==> config.mk <==
export PLATFORM = sky130hd
export DESIGN_NAME = ovs_serial_rx
export DESIGN_NICKNAME = d
export VERILOG_FILES = /design/src/rtl/ovs_rx_pkg.sv /design/src/rtl/ovs_rx_sampler.sv /design/src/rtl/ovs_rx_framer.sv /design/src/rtl/ovs_rx_gate.sv /design/src/rtl/ovs_serial_rx.sv
export SDC_FILE = /design/constraint.sdc
export NUM_CORES = 1
export LEC_CHECK = 0
export BUFFER_PORTS_ARGS = -buffer_cell sky130_fd_sc_hd__buf_4
export CAP_MARGIN = 20
export CORE_MARGIN = 4
export CORE_UTILIZATION = 52
export DETAILED_ROUTE_END_ITERATION = 10
export PLACE_DENSITY = 0.75
export SETUP_SLACK_MARGIN = 0.4
export SLEW_MARGIN = 30
export SYNTH_ARGS = -nofsm -noshare
export SYNTH_HDL_FRONTEND = slang
export SYNTH_SLANG_ARGS = --single-unit
==> constraint.sdc <==
create_clock -name clk -period 1.9 [get_ports clk]
set_input_delay 0.19 -clock clk [delete_from_list [all_inputs] [get_ports clk]]
set_output_delay 0.19 -clock clk [all_outputs]
set_load 0.03 [all_outputs]
==> src/rtl/ovs_rx_pkg.sv <==
package ovs_rx_pkg;
  localparam int WORD_W  = 9;
  localparam int MAX_OVS = 16;
  localparam int CNT_W   = $clog2(MAX_OVS + 1);
  localparam int IDX_W   = $clog2(WORD_W + 1);

  typedef enum logic [2:0] {FR_IDLE, FR_START, FR_DATA, FR_PAR, FR_STOP} fr_state_e;
  typedef enum logic [1:0] {STOP_HALF = 2'd0, STOP_ONE = 2'd1,
                            STOP_ONE_HALF = 2'd2, STOP_TWO = 2'd3} stop_mode_e;
  typedef enum logic [1:0] {PAR_OFF = 2'd0, PAR_RSVD = 2'd1,
                            PAR_EVEN = 2'd2, PAR_ODD = 2'd3} par_mode_e;

  // ticks per bit for an oversampling code
  function automatic logic [CNT_W-1:0] ovs_ratio(input logic [1:0] code);
    case (code)
      2'd0:    return CNT_W'(16);
      2'd1:    return CNT_W'(8);
      2'd2:    return CNT_W'(6);
      default: return CNT_W'(4);
    endcase
  endfunction

  // tick index within a bit at which the bit value is decided
  function automatic logic [CNT_W-1:0] decide_point(input logic [1:0] code, input logic no_vote);
    return (ovs_ratio(code) >> 1) + CNT_W'(!no_vote);
  endfunction

  function automatic logic vote3(input logic a, input logic b, input logic c);
    return (a & b) | (a & c) | (b & c);
  endfunction

  function automatic logic [IDX_W-1:0] frame_len(input logic [1:0] code);
    case (code)
      2'd1:    return IDX_W'(7);
      2'd3:    return IDX_W'(9);
      default: return IDX_W'(8);
    endcase
  endfunction

  function automatic logic parity_on(input logic [1:0] mode);
    return (mode == PAR_EVEN) || (mode == PAR_ODD);
  endfunction

  function automatic logic parity_fault(input logic [1:0] mode, input logic [WORD_W-1:0] data,
                                        input logic pbit);
    logic ones_odd;
    ones_odd = (^data) ^ pbit;
    case (mode)
      PAR_EVEN: return ones_odd;
      PAR_ODD:  return ~ones_odd;
      default:  return 1'b0;
    endcase
  endfunction

  function automatic logic stop_checked(input logic [1:0] mode);
    return mode != STOP_HALF;
  endfunction
endpackage

==> src/rtl/ovs_rx_sampler.sv <==
module ovs_rx_sampler #(
  parameter int SYNC_STAGES = 2
) (
  input  logic clk,
  input  logic rst_n,
  input  logic line_in,
  input  logic invert,
  input  logic tick,
  output logic samp_now,
  output logic samp_prev,
  output logic samp_vote
);
  import ovs_rx_pkg::*;

  logic [SYNC_STAGES-1:0] sync_q;
  logic [1:0]             hist_q;

  for (genvar g = 0; g < SYNC_STAGES; g++) begin : g_sync
    if (g == 0) begin : g_first
      always_ff @(posedge clk or negedge rst_n)
        if (!rst_n) sync_q[g] <= 1'b1;
        else        sync_q[g] <= line_in;
    end else begin : g_next
      always_ff @(posedge clk or negedge rst_n)
        if (!rst_n) sync_q[g] <= 1'b1;
        else        sync_q[g] <= sync_q[g-1];
    end
  end

  assign samp_now  = sync_q[SYNC_STAGES-1] ^ invert;
  assign samp_prev = hist_q[0];
  assign samp_vote = vote3(hist_q[1], hist_q[0], samp_now);

  always_ff @(posedge clk or negedge rst_n)
    if (!rst_n)    hist_q <= 2'b11;
    else if (tick) hist_q <= {hist_q[0], samp_now};

  AST_HISTORY_ON_TICK_ONLY: assert property (@(posedge clk) disable iff (!rst_n)
    !tick |=> $stable(hist_q));
endmodule

==> src/rtl/ovs_rx_framer.sv <==
module ovs_rx_framer
  import ovs_rx_pkg::*;
(
  input  logic              clk,
  input  logic              rst_n,
  input  logic              tick,
  input  logic              samp_now,
  input  logic              samp_prev,
  input  logic              samp_vote,
  input  logic [1:0]        os_sel,
  input  logic              vote_off,
  input  logic [1:0]        width_sel,
  input  logic [1:0]        par_sel,
  input  logic [1:0]        stop_sel,
  output logic              done,
  output logic [WORD_W-1:0] word,
  output logic              perr,
  output logic              ferr,
  output logic              idle
);
  fr_state_e         state_q;
  logic [CNT_W-1:0]  cnt_q, ratio, dec_pt;
  logic [IDX_W-1:0]  idx_q, len;
  logic [WORD_W-1:0] acc_q;
  logic              par_q, bit_val, at_dec, at_end;
  logic              start_seen, start_abort;

  always_comb begin
    ratio       = ovs_ratio(os_sel);
    dec_pt      = decide_point(os_sel, vote_off);
    len         = frame_len(width_sel);
    bit_val     = vote_off ? samp_now : samp_vote;
    at_dec      = (cnt_q == dec_pt);
    at_end      = (cnt_q == ratio - 1'b1);
    start_seen  = tick && (state_q == FR_IDLE) && samp_prev && !samp_now;
    start_abort = tick && (state_q == FR_START) && at_dec && bit_val;
  end

  assign idle = (state_q == FR_IDLE);

  always_ff @(posedge clk or negedge rst_n) begin
    if (!rst_n) begin
      state_q <= FR_IDLE;
      cnt_q   <= '0;
      idx_q   <= '0;
      acc_q   <= '0;
      par_q   <= 1'b0;
      done    <= 1'b0;
      word    <= '0;
      perr    <= 1'b0;
      ferr    <= 1'b0;
    end else begin
      done <= 1'b0;
      if (tick) begin
        cnt_q <= at_end ? '0 : cnt_q + 1'b1;
        unique case (state_q)
          FR_IDLE: begin
            cnt_q <= CNT_W'(1);
            if (start_seen) begin
              state_q <= FR_START;
              acc_q   <= '0;
              idx_q   <= '0;
            end
          end
          FR_START: begin
            if (start_abort)  state_q <= FR_IDLE;
            else if (at_end)  state_q <= FR_DATA;
          end
          FR_DATA: begin
            if (at_dec) acc_q[idx_q] <= bit_val;
            if (at_end) begin
              if (idx_q == len - 1'b1) state_q <= parity_on(par_sel) ? FR_PAR : FR_STOP;
              else                     idx_q   <= idx_q + 1'b1;
            end
          end
          FR_PAR: begin
            if (at_dec) par_q   <= bit_val;
            if (at_end) state_q <= FR_STOP;
          end
          FR_STOP: begin
            if (at_dec) begin
              done    <= 1'b1;
              word    <= acc_q;
              perr    <= parity_fault(par_sel, acc_q, par_q);
              ferr    <= stop_checked(stop_sel) && !bit_val;
              state_q <= FR_IDLE;
            end
          end
          default: state_q <= FR_IDLE;
        endcase
      end
    end
  end

  AST_START_ON_TICK: assert property (@(posedge clk) disable iff (!rst_n)
    $fell(idle) |-> $past(tick));
  AST_ABORT_TO_IDLE: assert property (@(posedge clk) disable iff (!rst_n)
    start_abort |=> (idle && !done));
  AST_HALF_STOP_UNCHECKED: assert property (@(posedge clk) disable iff (!rst_n)
    (done && $past(stop_sel) == STOP_HALF) |-> !ferr);
  AST_NO_PARITY_NO_ERR: assert property (@(posedge clk) disable iff (!rst_n)
    (done && !parity_on($past(par_sel))) |-> !perr);
endmodule

==> src/rtl/ovs_rx_gate.sv <==
module ovs_rx_gate
  import ovs_rx_pkg::*;
(
  input  logic              clk,
  input  logic              rst_n,
  input  logic              done,
  input  logic [WORD_W-1:0] word,
  input  logic              perr,
  input  logic              ferr,
  input  logic              blk_set,
  input  logic              blk_clr,
  input  logic              mp_en,
  input  logic              mp_bit,
  input  logic              skip_perr,
  output logic              frame_valid,
  output logic [WORD_W-1:0] frame_data,
  output logic              frame_perr,
  output logic              frame_ferr,
  output logic              frame_addr
);
  logic blocked_q, is_addr, keep;

  assign is_addr = mp_en && (word[WORD_W-1] == mp_bit);
  assign keep    = done && (!blocked_q || is_addr) && !(skip_perr && perr);

  always_ff @(posedge clk or negedge rst_n) begin
    if (!rst_n) begin
      blocked_q   <= 1'b0;
      frame_valid <= 1'b0;
      frame_data  <= '0;
      frame_perr  <= 1'b0;
      frame_ferr  <= 1'b0;
      frame_addr  <= 1'b0;
    end else begin
      if (blk_set)      blocked_q <= 1'b1;
      else if (blk_clr) blocked_q <= 1'b0;
      frame_valid <= keep;
      frame_addr  <= keep && is_addr;
      if (keep) begin
        frame_data <= word;
        frame_perr <= perr;
        frame_ferr <= ferr;
      end
    end
  end

  AST_SINGLE_STROBE: assert property (@(posedge clk) disable iff (!rst_n)
    frame_valid |=> !frame_valid);
  AST_BLOCKED_ADDR_ONLY: assert property (@(posedge clk) disable iff (!rst_n)
    (frame_valid && $past(blocked_q)) |-> frame_addr);
  AST_ADDR_NEEDS_MP: assert property (@(posedge clk) disable iff (!rst_n)
    frame_addr |-> (frame_valid && $past(mp_en)));
  AST_SKIP_DROPS_PERR: assert property (@(posedge clk) disable iff (!rst_n)
    (frame_valid && $past(skip_perr)) |-> !frame_perr);
endmodule

==> src/rtl/ovs_serial_rx.sv <==
module ovs_serial_rx
  import ovs_rx_pkg::*;
#(
  parameter int SYNC_STAGES = 2
) (
  input  logic              clk,
  input  logic              rst_n,
  input  logic              rx_line,
  input  logic              os_tick,
  input  logic [1:0]        os_sel,
  input  logic              vote_off,
  input  logic [1:0]        width_sel,
  input  logic [1:0]        par_sel,
  input  logic [1:0]        stop_sel,
  input  logic              rx_invert,
  input  logic              mp_enable,
  input  logic              mp_addr_bit,
  input  logic              skip_par_err,
  input  logic              block_set,
  input  logic              block_clear,
  output logic              frame_valid,
  output logic [WORD_W-1:0] frame_data,
  output logic              frame_par_err,
  output logic              frame_frm_err,
  output logic              frame_is_addr,
  output logic              rx_idle
);
  logic              s_now, s_prev, s_vote;
  logic              fr_done, fr_perr, fr_ferr;
  logic [WORD_W-1:0] fr_word;

  ovs_rx_sampler #(.SYNC_STAGES(SYNC_STAGES)) u_sampler (
    .clk(clk), .rst_n(rst_n), .line_in(rx_line), .invert(rx_invert), .tick(os_tick),
    .samp_now(s_now), .samp_prev(s_prev), .samp_vote(s_vote));

  ovs_rx_framer u_framer (
    .clk(clk), .rst_n(rst_n), .tick(os_tick), .samp_now(s_now), .samp_prev(s_prev),
    .samp_vote(s_vote), .os_sel(os_sel), .vote_off(vote_off), .width_sel(width_sel),
    .par_sel(par_sel), .stop_sel(stop_sel), .done(fr_done), .word(fr_word),
    .perr(fr_perr), .ferr(fr_ferr), .idle(rx_idle));

  ovs_rx_gate u_gate (
    .clk(clk), .rst_n(rst_n), .done(fr_done), .word(fr_word), .perr(fr_perr),
    .ferr(fr_ferr), .blk_set(block_set), .blk_clr(block_clear), .mp_en(mp_enable),
    .mp_bit(mp_addr_bit), .skip_perr(skip_par_err), .frame_valid(frame_valid),
    .frame_data(frame_data), .frame_perr(frame_par_err), .frame_ferr(frame_frm_err),
    .frame_addr(frame_is_addr));
endmodule

Word level (Yosys, flattened, before mapping)
Cells that the tools add are included.
W data, S select, Z words.
{ "totals": {"regBits": 52, "input_bits": 19, "output_inout_bits": 14, "word_cells": 116} }
{ "op_classes": {"n_reduce_logical": 31, "magnitude_cmp": 2, "bitwise_logic": 8, "add_sub_neg": 5, "n_eq_ne": 22, "n_mux": 30} }
{ "ops": {"columns": ["op", "count"], "rows": [
  ["$mux W3", 8],
  ["$mux W9", 2],
  ["$pmux W9 S2", 1],
  ["$pmux W4 S2", 2],
  ["$pmux W3 S5", 1],
  ["$pmux W5 S3", 1],
  ["$logic_and A1 B1 Y1", 13],
  ["$mux W4", 3],
  ["$ne A2 B1 Y1 const B", 6],
  ["$eq A5 B5 Y1", 2],
  ["$mux W5", 2],
  ["$bwmux W9", 1],
  ["$reduce_xor A9 Y1", 1],
  ["$eq A2 B2 Y1 const B", 4],
  ["$mux W1", 7],
  ["$reduce_and A7 Y1", 1],
  ["$eq A3 B2 Y1 const B", 2],
  ["$reduce_and A3 Y1", 2],
  ["$reduce_bool A2 Y1", 3],
  ["$add A4 B1 Y5", 1],
  ["$add A5 B1 Y5 const B", 1],
  ["$logic_not A1 Y1", 5],
  ["$lt A4 B5 Y1 const B", 1],
  ["$reduce_and A5 Y1", 1],
  ["21 further kinds", 27]
]} }

Logic depth before layout (Yosys ltp)
{ "depth": {"word_depth": 8, "mapped_depth": 11, "depth_no_buf": 9} }

Hierarchy
A second synthesis with hierarchy kept.
{ "unflattened": {"hier_cells": 265, "hier_area_um2": 2850.2} }
{ "modules_own_cells": {"columns": ["mod", "area_per_inst_um2", "n_inst", "cells_per_inst"], "rows": [
  ["ovs_rx_framer", 2155.8, 1, 219],
  ["ovs_rx_gate", 544.3, 1, 34],
  ["ovs_rx_sampler", 150.1, 1, 12]
]} }

Least setup slack after synthesis
OpenSTA, ideal clock, no wires.
{ "synth_path": {"path_type": "input to register", "start": "input os_sel[1]", "end": "register u_framer.state_q[2]", "n_path_buf": 1, "arrival_time_ps": 2022, "required_time_ps": 1772, "path_stages": 10, "setup_slack_ps": -250, "setup_ps": 128, "path_cell_list": "buf_6 -> nand2b_1 -> nor2_1 -> ha_1 -> xnor2_1 -> nand2_1 -> a211oi_2 -> nand4_1 -> a31oi_2 -> mux2_1"} }
{ "synth_between": {"elab_chain_len": 8, "elab_cells_between_ends": 17, "classes_between": "2 x add/sub; 8 x eq/ne; 3 x mux; 4 x reduce/logical"} }
{ "synth_lines": {"columns": ["element", "line_no", "rtl"], "rows": [
  ["from (decl)", "ovs_serial_rx.sv:10", "input logic [1:0] os_sel,"],
  ["$eq A2 B2 Y1 (tied with other cells)", "ovs_rx_pkg.sv:15", "case (code)"],
  ["$pmux W5 S3 (*)", "ovs_rx_pkg.sv:15", null],
  ["$add A4 B1 Y5", "ovs_rx_pkg.sv:25", "return (ovs_ratio(code) >> 1) + CNT_W'(!no_vote);"],
  ["$eq A5 B5 Y1", "ovs_rx_framer.sv:33", "at_dec = (cnt_q == dec_pt);"],
  ["$logic_and A1 B1 Y1 (2 in a row)", "ovs_rx_framer.sv:36", "start_abort = tick && (state_q == FR_START) && at_dec && bit_val;"],
  ["$ne A3 B1 Y1 (no line) / $mux W3 (equally long branches)", null, null],
  ["$reduce_and A7 Y1 (no line) / $pmux W3 S5 (equally long branches)", null, null],
  ["to (signal assigned)", "ovs_rx_framer.sv:72", "if (idx_q == len - 1'b1) state_q <= parity_on(par_sel) ? FR_PAR : FR_STOP;"],
  ["to (decl)", "ovs_rx_framer.sv:21", "fr_state_e state_q;"]
]} }
Mark *: on every way between the ends. The rest lies on a longest branch, timed or not.
A chain may end at the register's enable or synchronous reset.

Worst setup path after layout
{ "layout_path": {"start": "register u_framer.cnt_q[2]", "end": "register u_framer.state_q[2]"} }
{ "layout_between": {"elab_chain_len": 5, "elab_cells_between_ends": 11, "classes_between": "6 x eq/ne; 2 x mux; 3 x reduce/logical"} }
{ "layout_lines": {"columns": ["element", "line_no", "rtl"], "rows": [
  ["from (decl)", "ovs_rx_framer.sv:22", "logic [CNT_W-1:0] cnt_q, ratio, dec_pt;"],
  ["from (signal assigned)", "ovs_rx_framer.sv:55", "cnt_q <= at_end ? '0 : cnt_q + 1'b1;"],
  ["$eq A5 B5 Y1", "ovs_rx_framer.sv:33", null],
  ["$logic_and A1 B1 Y1 (2 in a row)", "ovs_rx_framer.sv:36", null],
  ["$ne A3 B1 Y1 (no line) / $mux W3 (equally long branches)", null, null],
  ["$reduce_and A7 Y1 (no line) / $pmux W3 S5 (equally long branches)", null, null]
]} }
Parallel ways exist; a longest one is shown, timed or not.

==> flow_summary.json <==
{
  "wl_per_cell_um": 16.8,
  "fin_ws_ns": -0.173,
  "synthToLayoutAreaGrowth_pct": 38.3,
  "grt_pass1_vias": 2136,
  "finalCriticalPeriod_ns": 2.07,
  "drcViolationCount": 0,
  "numCtsBuffers": 5,
  "ir_drop_uv": 734,
  "final_nets": 361,
  "timing.reg2reg.setup_slack_ns": -0.17,
  "grt_pass1_wl_um": 10500,
  "initial_core_util": 0.542,
  "ys_ff_latch": 52,
  "finalClockSkew_ns": 0.00908,
  "htreeDepth": 2,
  "post-route-period-util": 1.09,
  "gp_congestion": 0.886,
  "yosysTopAreaCellShare": 0.428,
  "timing.rr.start": "u_framer.cnt_q[2]",
  "antenna_found_initial": 0,
  "syn_area_um2": 2810,
  "cts_num_sinks": 52,
  "syn-num-nets": 283,
  "vias": 2314,
  "yosys_warnings": 0,
  "synth-edff-count": 0,
  "postPlaceCellArea_um2": 3330,
  "crit_path_end_kind": "flop",
  "setup_violations": 24,
  "fin_area_um2": 3880,
  "hp-class": "in2reg",
  "required_ns": 2.11,
  "cts_tree": "done",
  "synth.avg_cell_area_um2": 10.9,
  "port-buffer-count": 32,
  "grt_overflow": 0,
  "grt_max_degree": 53,
  "maxCapViolations": 0,
  "pre_cts_ws_ns": -0.305,
  "drive_gt1_frac": 0.439,
  "wl_um": 6830,
  "fp.dieH_um": 81.4,
  "rr_endpoint": "u_framer.state_q[2]",
  "firstDrtPassIters": 4,
  "drt_iter0_drc": 129,
  "yosysUniqueCellTypes": 52,
  "max_slew_margin": 0.561,
  "crit_type": "reg2reg",
  "hold_viol_final": 0,
  "hold_start": "block_set",
  "max_freq_ghz": 0.482,
  "seq_area_frac_synth": 0.466,
  "grt_use_total": 0.210,
  "synthArstFlopShare": 1.00,
  "grt_setup_unrepaired": "yes",
  "rows": 26,
  "rr_worst_depth": 7,
  "die_w_um": 81.4,
  "cts-root-buf": "clkbuf_8",
  "syn_inst": 258,
  "num_io_pins": 33,
  "synth_top_cells_by_area": "dfrtp_1 43%, mux2_2 6.0%, xnor2_1 5.0%",
  "clk_pin_slew_ns": 0.10,
  "p_leak_uw": 0.00195,
  "dieArea_um2": 6630,
  "status": "finished, violations left",
  "synth_flop_cell": "dfrtp_1",
  "violations": "setup timing",
  "yosysTopAreaCell": "dfrtp_1",
  "clock_latency_ns": 0.32,
  "cp_max_fo": 5,
  "hold_end": "u_gate.blocked_q",
  "power_density_nw_per_um2": 1220,
  "fp.coreArea_um2": 5170,
  "slew_viol_final": 0,
  "viasPerCell": 5.69,
  "min_path_cells": 2,
  "cts_max_path_buffers": 2,
  "setup_tns_ns": -2.74,
  "dpl.hpwl_um": 4160,
  "worstMarginPinSlew_ns": 0.658,
  "drt.antenna.violating_nets": 0,
  "diodes": 0,
  "start_kind": "flop",
  "arrival_ns": 2.28
}
## state kept, by name, summed over array words and instances, names as in the netlist
name	cells
u_framer.perr	1
u_framer.word	9
u_gate.frame_ferr	1
u_framer.done	1
u_gate.frame_addr	1
u_framer.ferr	1
u_sampler.hist_q	2
u_framer.cnt_q	5
u_framer.par_q	1
u_framer.state_q	3
u_gate.frame_valid	1
u_sampler.sync_q	2
u_framer.acc_q	9
u_gate.frame_perr	1
u_gate.frame_data	9
u_gate.blocked_q	1
u_framer.idx_q	4
## cell usage after synthesis (2+ instances only)
| master | number |
|---|---|
| a21bo_1 | 8 |
| a21o_1 | 3 |
| a21oi_1 | 12 |
| a31oi_1 | 3 |
| and3_1 | 4 |
| buf_2 | 2 |
| buf_6 | 2 |
| clkbuf_1 | 7 |
| dfrtp_1 | 48 |
| dfstp_2 | 4 |
| ha_1 | 6 |
| inv_1 | 14 |
| mux2_2 | 15 |
| mux2_4 | 5 |
| mux2i_1 | 6 |
| nand2_1 | 17 |
| nand2b_1 | 2 |
| nand3_1 | 10 |
| nand4_1 | 3 |
| nor2_1 | 13 |
| nor2b_1 | 4 |
| o21ai_0 | 12 |
| o21ai_1 | 9 |
| o22ai_1 | 2 |
| o31ai_1 | 3 |
| or3_1 | 2 |
| xnor2_1 | 16 |
| xor2_1 | 2 |
## stage by stage
step	total power, µW	instances	hold slack (ns)	util
final	4720	407	0.0507	0.750
after global routing	4990	407	0.0468	0.750
after CTS	4470	402	0.0507	0.720
after detailed placement	3460	379	0.267	0.645
after global placement	3400	379	0.262	0.645
after floorplan	2770	258	-0.106	-
## worst max-delay path, stage by stage (launching register included)
cell,delay (ns)
dfrtp_2,0.45
nor4b_4,0.28
a31oi_4,0.08
buf_6,0.14
a211oi_4,0.32
o221ai_2,0.16
a31oi_2,0.21
mux2_4,0.32
## layer usage
metal  wire length (µm)  track usage  up-vias  share of wire
li1                   -            -     1081              -
met1               2980        0.284     1156           0.44
met2               3410        0.340       67           0.50
met3                348       0.0384       10          0.051
met4                 97       0.0709        0          0.014
met5                  0            0        -              0
## power breakdown
group          internal [µW]  switching (µW)
logic                   1180            1340
registers               1300             215
clock network            271             406
## kinds of logic after synthesis
family | count (synthesis) | share of synthesized area
simple gates | 65 | 0.135
mux | 27 | 0.112
compound gates | 65 | 0.164
fa+ha+maj | 6 | 0.0268
buf+inv | 25 | 0.0397
xor+xnor | 18 | 0.0562
flops | 52 | 0.466
## final cells by class
class                           count  area (µm²)
Clock inverter                      3        27.5
Sequential cell                    52        1310
Timing Repair Buffer               81         681
Tap cell                           70        87.6
Inverter                           14        55.1
Fill cell                         324        1290
Multi-Input combinational cell    182        1650
Clock buffer                        5        68.8
## placed cells by master, fill, tap and decap left out, drive strengths merged, types with 2 or more instances in the layout
master       instances
a31oi                4
nand2b               2
mux2                21
dfstp                4
nor4b                3
a21bo                8
nor2                13
nor2b                4
mux2i                6
a21oi               12
o21ai               21
clkbuf               6
or3                  2
buf                 78
a21o                 3
ha                   6
o31ai                3
and3                 4
dfrtp               48
nand2               17
nand3               10
xnor2               16
xor2                 2
o22ai                2
dlygate4sd3          2
inv                 15
nand4                5
## worst max path at each step
stage,start,slack (ns),to
final,u_framer.cnt_q[2],-0.17,u_framer.state_q[2]
after global routing,u_framer.cnt_q[2],-0.27,u_framer.state_q[2]
after CTS,u_framer.cnt_q[2],-0.14,u_framer.state_q[2]
after detailed placement,os_sel[0],-0.30,u_framer.acc_q[5]
after global placement,os_sel[0],-0.26,u_framer.acc_q[3]
after floorplan,os_sel[1],-0.15,u_framer.state_q[2]
## timing repair
| action | 4_1_cts | 5_1_grt |
|---|---|---|
| pin swaps | 15 | 14 |
| cloned | 3 | 0 |
| setup endpoints to repair | 44 | 44 |
| resized for setup | 32 | 28 |
| buffers inserted | 10 | 5 |
| hold buffers | 2 | 0 |
| endpoints found under the hold margin | 49 | 0 |
No activity file was read; power rests on OpenSTA's default activity.
